==> config.mk <==
export PLATFORM = sky130hd
export DESIGN_NAME = irq_msg_filter
export DESIGN_NICKNAME = d
export VERILOG_FILES = /design/src/rtl/irqf_pkg.sv /design/src/rtl/irqf_table.sv /design/src/rtl/irqf_judge.sv /design/src/rtl/irqf_fault_log.sv /design/src/rtl/irq_msg_filter.sv
export SDC_FILE = /design/constraint.sdc
export NUM_CORES = 1
export LEC_CHECK = 0
export BUFFER_PORTS_ARGS = -buffer_cell sky130_fd_sc_hd__buf_2
export CAP_MARGIN = 20
export CORE_ASPECT_RATIO = 1.25
export CORE_MARGIN = 2
export CORE_UTILIZATION = 65
export CTS_CLUSTER_SIZE = 25
export DETAILED_ROUTE_END_ITERATION = 8
export PLACE_DENSITY_LB_ADDON = 0.25
export SETUP_SLACK_MARGIN = 0.5
export SYNTH_ARGS = -nofsm -noshare
export SYNTH_HDL_FRONTEND = slang
export SYNTH_SLANG_ARGS = --single-unit
==> constraint.sdc <==
create_clock -name clk -period 5.7 [get_ports clk]
set_input_delay 1.14 -clock clk [delete_from_list [all_inputs] [get_ports clk]]
set_output_delay 1.14 -clock clk [all_outputs]
set_load 0.02 [all_outputs]
==> src/rtl/irqf_pkg.sv <==
package irqf_pkg;
    typedef enum logic [1:0] {
        RSN_NONE     = 2'd0,
        RSN_NO_ENTRY = 2'd1,
        RSN_BAD_CORE = 2'd2,
        RSN_BAD_VEC  = 2'd3
    } reason_e;

    typedef enum logic {
        OUT_EMPTY = 1'b0,
        OUT_FULL  = 1'b1
    } ostate_e;
endpackage

==> src/rtl/irqf_table.sv <==
module irqf_table #(
    parameter int DEV_W  = 4,
    parameter int CORE_W = 3,
    parameter int VEC_W  = 8
) (
    input  logic              clk,
    input  logic              rst_n,
    input  logic              wr_en,
    input  logic [DEV_W-1:0]  wr_dev,
    input  logic              wr_ok,
    input  logic [CORE_W-1:0] wr_core,
    input  logic [VEC_W-1:0]  wr_vec,
    input  logic [DEV_W-1:0]  rd_dev,
    output logic              rd_ok,
    output logic [CORE_W-1:0] rd_core,
    output logic [VEC_W-1:0]  rd_vec
);
    localparam int N_DEV = 1 << DEV_W;

    logic              ok_q   [N_DEV];
    logic [CORE_W-1:0] core_q [N_DEV];
    logic [VEC_W-1:0]  vec_q  [N_DEV];

    for (genvar g = 0; g < N_DEV; g++) begin : g_entry
        always_ff @(posedge clk or negedge rst_n) begin
            if (!rst_n) begin
                ok_q[g]   <= 1'b0;
                core_q[g] <= '0;
                vec_q[g]  <= '0;
            end else if (wr_en && (wr_dev == DEV_W'(g))) begin
                ok_q[g]   <= wr_ok;
                core_q[g] <= wr_core;
                vec_q[g]  <= wr_vec;
            end
        end
    end

    // Registered contents only: a write lands after the edge that carries it.
    always_comb begin
        rd_ok   = ok_q[rd_dev];
        rd_core = core_q[rd_dev];
        rd_vec  = vec_q[rd_dev];
    end
endmodule

==> src/rtl/irqf_judge.sv <==
module irqf_judge #(
    parameter int CORE_W = 3,
    parameter int VEC_W  = 8
) (
    input  logic              ent_ok,
    input  logic [CORE_W-1:0] ent_core,
    input  logic [VEC_W-1:0]  ent_vec,
    input  logic [CORE_W-1:0] msg_core,
    input  logic [VEC_W-1:0]  msg_vec,
    output logic              pass,
    output irqf_pkg::reason_e reason
);
    import irqf_pkg::*;

    always_comb begin
        if (!ent_ok) begin
            reason = RSN_NO_ENTRY;
        end else if (msg_core != ent_core) begin
            reason = RSN_BAD_CORE;
        end else if (msg_vec != ent_vec) begin
            reason = RSN_BAD_VEC;
        end else begin
            reason = RSN_NONE;
        end
        pass = (reason == RSN_NONE);
    end
endmodule

==> src/rtl/irqf_fault_log.sv <==
module irqf_fault_log #(
    parameter int DEV_W  = 4,
    parameter int CORE_W = 3,
    parameter int VEC_W  = 8
) (
    input  logic              clk,
    input  logic              rst_n,
    input  logic              drop,
    input  irqf_pkg::reason_e drop_reason,
    input  logic [DEV_W-1:0]  drop_dev,
    input  logic [CORE_W-1:0] drop_core,
    input  logic [VEC_W-1:0]  drop_vec,
    input  logic              clr,
    output logic              flag,
    output logic [1:0]        reason,
    output logic [DEV_W-1:0]  dev,
    output logic [CORE_W-1:0] core,
    output logic [VEC_W-1:0]  vec
);
    always_ff @(posedge clk or negedge rst_n) begin
        if (!rst_n) begin
            flag   <= 1'b0;
            reason <= 2'd0;
            dev    <= '0;
            core   <= '0;
            vec    <= '0;
        end else if (drop) begin
            flag   <= 1'b1;
            reason <= drop_reason;
            dev    <= drop_dev;
            core   <= drop_core;
            vec    <= drop_vec;
        end else if (clr) begin
            flag   <= 1'b0;
        end
    end
endmodule

==> src/rtl/irq_msg_filter.sv <==
module irq_msg_filter #(
    parameter int DEV_W  = 4,
    parameter int CORE_W = 3,
    parameter int VEC_W  = 8
) (
    input  logic              clk,
    input  logic              rst_n,
    input  logic              in_valid,
    output logic              in_ready,
    input  logic [DEV_W-1:0]  in_dev,
    input  logic [CORE_W-1:0] in_core,
    input  logic [VEC_W-1:0]  in_vec,
    output logic              out_valid,
    input  logic              out_ready,
    output logic [DEV_W-1:0]  out_dev,
    output logic [CORE_W-1:0] out_core,
    output logic [VEC_W-1:0]  out_vec,
    input  logic              tbl_we,
    input  logic [DEV_W-1:0]  tbl_dev,
    input  logic              tbl_ok,
    input  logic [CORE_W-1:0] tbl_core,
    input  logic [VEC_W-1:0]  tbl_vec,
    input  logic              fault_clr,
    output logic              fault_flag,
    output logic [1:0]        fault_reason,
    output logic [DEV_W-1:0]  fault_dev,
    output logic [CORE_W-1:0] fault_core,
    output logic [VEC_W-1:0]  fault_vec
);
    import irqf_pkg::*;

    localparam int MSG_W = DEV_W + CORE_W + VEC_W;

    logic              ent_ok;
    logic [CORE_W-1:0] ent_core;
    logic [VEC_W-1:0]  ent_vec;
    logic              judge_pass;
    reason_e           judge_reason;
    logic              take;
    logic              load;
    logic              drop;
    logic              pop;
    ostate_e           state_q;
    ostate_e           state_d;
    logic [MSG_W-1:0]  msg_q;

    irqf_table #(.DEV_W(DEV_W), .CORE_W(CORE_W), .VEC_W(VEC_W)) u_table (
        .clk     (clk),
        .rst_n   (rst_n),
        .wr_en   (tbl_we),
        .wr_dev  (tbl_dev),
        .wr_ok   (tbl_ok),
        .wr_core (tbl_core),
        .wr_vec  (tbl_vec),
        .rd_dev  (in_dev),
        .rd_ok   (ent_ok),
        .rd_core (ent_core),
        .rd_vec  (ent_vec)
    );

    irqf_judge #(.CORE_W(CORE_W), .VEC_W(VEC_W)) u_judge (
        .ent_ok   (ent_ok),
        .ent_core (ent_core),
        .ent_vec  (ent_vec),
        .msg_core (in_core),
        .msg_vec  (in_vec),
        .pass     (judge_pass),
        .reason   (judge_reason)
    );

    irqf_fault_log #(.DEV_W(DEV_W), .CORE_W(CORE_W), .VEC_W(VEC_W)) u_fault (
        .clk         (clk),
        .rst_n       (rst_n),
        .drop        (drop),
        .drop_reason (judge_reason),
        .drop_dev    (in_dev),
        .drop_core   (in_core),
        .drop_vec    (in_vec),
        .clr         (fault_clr),
        .flag        (fault_flag),
        .reason      (fault_reason),
        .dev         (fault_dev),
        .core        (fault_core),
        .vec         (fault_vec)
    );

    // Handshake decode: every accepted message goes through the judge.
    always_comb begin
        pop      = (state_q == OUT_FULL) && out_ready;
        in_ready = (state_q == OUT_EMPTY) || out_ready;
        take     = in_valid && in_ready;
        load     = take && judge_pass;
        drop     = take && !judge_pass;
    end

    // Next state: T_LOAD, T_REFILL, T_HOLD, T_DRAIN.
    always_comb begin
        state_d = state_q;
        unique case (state_q)
            OUT_EMPTY: if (load) state_d = OUT_FULL;
            OUT_FULL:  if (pop && !load) state_d = OUT_EMPTY;
            default:   state_d = OUT_EMPTY;
        endcase
    end

    // State register.
    always_ff @(posedge clk or negedge rst_n) begin
        if (!rst_n) begin
            state_q <= OUT_EMPTY;
        end else begin
            state_q <= state_d;
        end
    end

    // Output payload register.
    always_ff @(posedge clk or negedge rst_n) begin
        if (!rst_n) begin
            msg_q <= '0;
        end else if (load) begin
            msg_q <= {in_dev, in_core, in_vec};
        end
    end

    always_comb begin
        out_valid = (state_q == OUT_FULL);
        {out_dev, out_core, out_vec} = msg_q;
    end
endmodule

==> impl_metrics.csv <==
group,metric,value,unit
setup_path,critPathCaptureType,"flip-flop",
clocking,ctsResizeCount,0,
die,start_util,66.4,%
sta,period_minus_slack,4130,ps
routing,drt-initial-drc-count,418,
clocking,h-tree-depth,1,
setup_path,rrSetupSlack,2630,ps
synth,dominantRegCellSynth,"dfrtp_1",
setup_path,r2r_end,"u_fault.dev[1]$_DFFE_PN0P_",
routing,wl,23.1,mm
sta,fmaxAchievable,0.242,GHz
hold_path,min_path_cells,1,
routing,wire_per_inst,23.8,um
synth,synth.distinct_cells,49,
synth,async_reset_ff_share,100,%
setup_path,crit_path_start,"in_dev[0]",
sta,hold_viol,0,
placement,gp_congestion,0.802,
routing,vias_per_cell,6.26,
global_route,first_global_vias,6570,
final_layout,register_area,5660,um2
synth,yosys.area.top_type,"dfrtp_1",
run,cap_violations,0,
synth,synthesis.area,10400,um2
global_route,track_usage,28.5,%
final_layout,num-fill-cells,969,
final_layout,area_growth,11.9,%
synth,synth_edf_count,0,
pwr,ir_drop,279,uV
clocking,cts_max_path_buffers,3,
sta,fin_ws,1570,ps
clocking,cts_setup_buffers,0,
sta,tns,0,ps
synth,netlist_instances,688,
die,die_x,117,um
hold_path,min_to,"u_fault.vec[3]$_DFFE_PN0P_",
final_layout,nNetsFinal,780,
setup_path,arrival,4510,ps
synth,syn-num-nets,725,
outcome,status,"finished, final reports clean",
die,die_h,145,um
clocking,path_clk_slew,60,ps
pwr,power_density,377,nW/um2
placement,port_buffers,71,
die,die-area,17000,um2
final_layout,final_cell_mix,"dfrtp_1 (226), mux2_2 (224), buf_2 (70)",
final_layout,multiInputGateArea,4510,um2
final_layout,final_common_cell,"dfrtp_1",
synth,synth-seq-area-share,54.5,%
clocking,root_buffer,"clkbuf_16",
synth,ys_seq_elements,226,
sta,holdWs,499,ps
sta,drv_slew,0,
pwr,finalPower,4.38,mW
hold_path,hp-class,"reg2reg",
setup_path,cp_data_required_time,6080,ps
die,rows,51,
setup_path,critPathKind,"in2reg",
die,io-pin-count,72,
global_route,grt_pass1_wl,37.0,mm
synth,syn_avg_cell_area,15.1,um2
final_layout,postLayoutCoreUtil,74.3,%
routing,drtAntennaViolNets,0,
setup_path,start_kind,"primary input",
clocking,cts_sinks,226,
sta,clock-skew-final,14.6,ps
clocking,clock_latency,510,ps
synth,yosys_warnings,0,
routing,dr.pass1.iters,4,
clocking,hold_buffers,0,
setup_path,crit_fanout,24,
routing,num_vias,6077,
global_route,antenna_found_initial,0,
die,core_area,15600,um2
final_layout,antenna_cells,0,
clocking,cts_tree,"built",
synth,synth_top_cell_area_share,54.5,%
clocking,numCtsBuffers,23,
placement,post-place-ws,1060,ps
synth,synth.area.top_cells,"dfrtp_1 (54%), mux2_2 (24%), mux4_2 (6.3%), mux2i_1 (2.8%), mux2_4 (1.4%)",
pwr,leakagePower,5.14,nW
sta,fin_crit_sh,72.5,%
placement,hpwl,14.7,mm
global_route,grt_overflow,0,
final_layout,drive_above_1_share,52.2,%
sta,setup_violations,0,
global_route,grt_start_max_net_pins,123,
sta,tightest_slew,1130,ps
hold_path,hold_path_startpoint,"u_fault.vec[3]$_DFFE_PN0P_",
sta,slew_headroom,24.4,%
sta,grt_setup_unrepaired,"no",
routing,drc,0,
setup_path,timing.rr.start,"u_table.vec_q[66]$_DFFE_PN0P_",
setup_path,r2r_cells,8,
sequential cells by signal, summed over array words and instances (netlist names):
| register | flops |
|---|---|
| u_fault.reason | 2 |
| u_table.ok_q | 16 |
| out_valid | 1 |
| u_fault.dev | 4 |
| msg_q | 15 |
| u_table.vec_q | 128 |
| u_table.core_q | 48 |
| u_fault.flag | 1 |
| u_fault.core | 3 |
| u_fault.vec | 8 |
critical path, cell delays in order:
cell,delay (ps)
buf_2,520
buf_4,430
mux4_2,560
a211oi_1,270
a21oi_1,100
xnor2_1,340
o2111ai_4,230
o21ai_4,500
mux2_2,420
through the flow:
step / std cells / cell area (um2)
finish: 971 / 11600
global route: 971 / 11600
CTS: 971 / 11600
detailed placement: 930 / 10900
global placement: 930 / 10900
floorplan: 688 / 10400
metal layers:
| layer | GRT usage, % | wire length [um] | up-vias |
|---|---|---|---|
| li1 | - | - | 2638 |
| met1 | 39.6 | 9810 | 3205 |
| met2 | 45.3 | 11500 | 185 |
| met3 | 4.85 | 1210 | 49 |
| met4 | 10.8 | 681 | 0 |
| met5 | 0 | 0 | - |
power breakdown:
group | internal, mW | total [mW] | switching, mW
registers | 1.94 | 2.12 | 0.177
logic | 0.455 | 0.783 | 0.328
clock network | 0.876 | 1.48 | 0.607
layout make-up:
| cell class | count | share of cell area [%] |
|---|---|---|
| Sequential cell | 226 | 48.7 |
| Clock inverter | 9 | 0.657 |
| Clock buffer | 32 | 5.85 |
| Tap cell | 212 | 2.28 |
| Multi-Input combinational cell | 413 | 38.8 |
| Inverter | 1 | 0.0323 |
| Timing Repair Buffer | 78 | 3.69 |
synth_stat cells, types with 2 or more instances:
library cell and count:
clkbuf_1 29, mux2_1 3, mux2i_1 29, buf_2 9, a211oi_1 7, or3_1 5, o22ai_1 7, mux4_2 29
nor2b_1 11, a22o_1 3, buf_6 3, xor2_1 3, nand3b_1 2, nor2_1 13, a21oi_1 6, buf_1 2
mux2_2 224, a221oi_1 4, nand3_1 2, dfrtp_1 226, xnor2_1 16, buf_4 4, nand2b_1 8, o21ai_0 4
nand2_1 6, mux2_4 10
worst max path at each step:
stage	endpoint	slack [ps]	cells after the start
after detailed placement	u_fault.core[0]$_DFFE_PN0P_	1060	9
after global routing	u_fault.dev[1]$_DFFE_PN0P_	1350	9
after floorplan	msg_q[10]$_DFFE_PN0P_	1890	11
after CTS	u_fault.dev[1]$_DFFE_PN0P_	1550	9
final	u_fault.dev[1]$_DFFE_PN0P_	1570	9
after global placement	u_fault.dev[1]$_DFFE_PN0P_	1180	10
logic make-up (layout without fill, tap and decap cells):
family          Yosys count  in the layout  synth area share, %
compound gates           42             42                 3.15
xor+xnor                 19             19                 1.60
buf+inv                  49            120                 2.35
flops                   226            226                 54.5
mux                     295            295                 35.1
simple gates             57             57                 3.29
(Power assumes the default switching activity.)
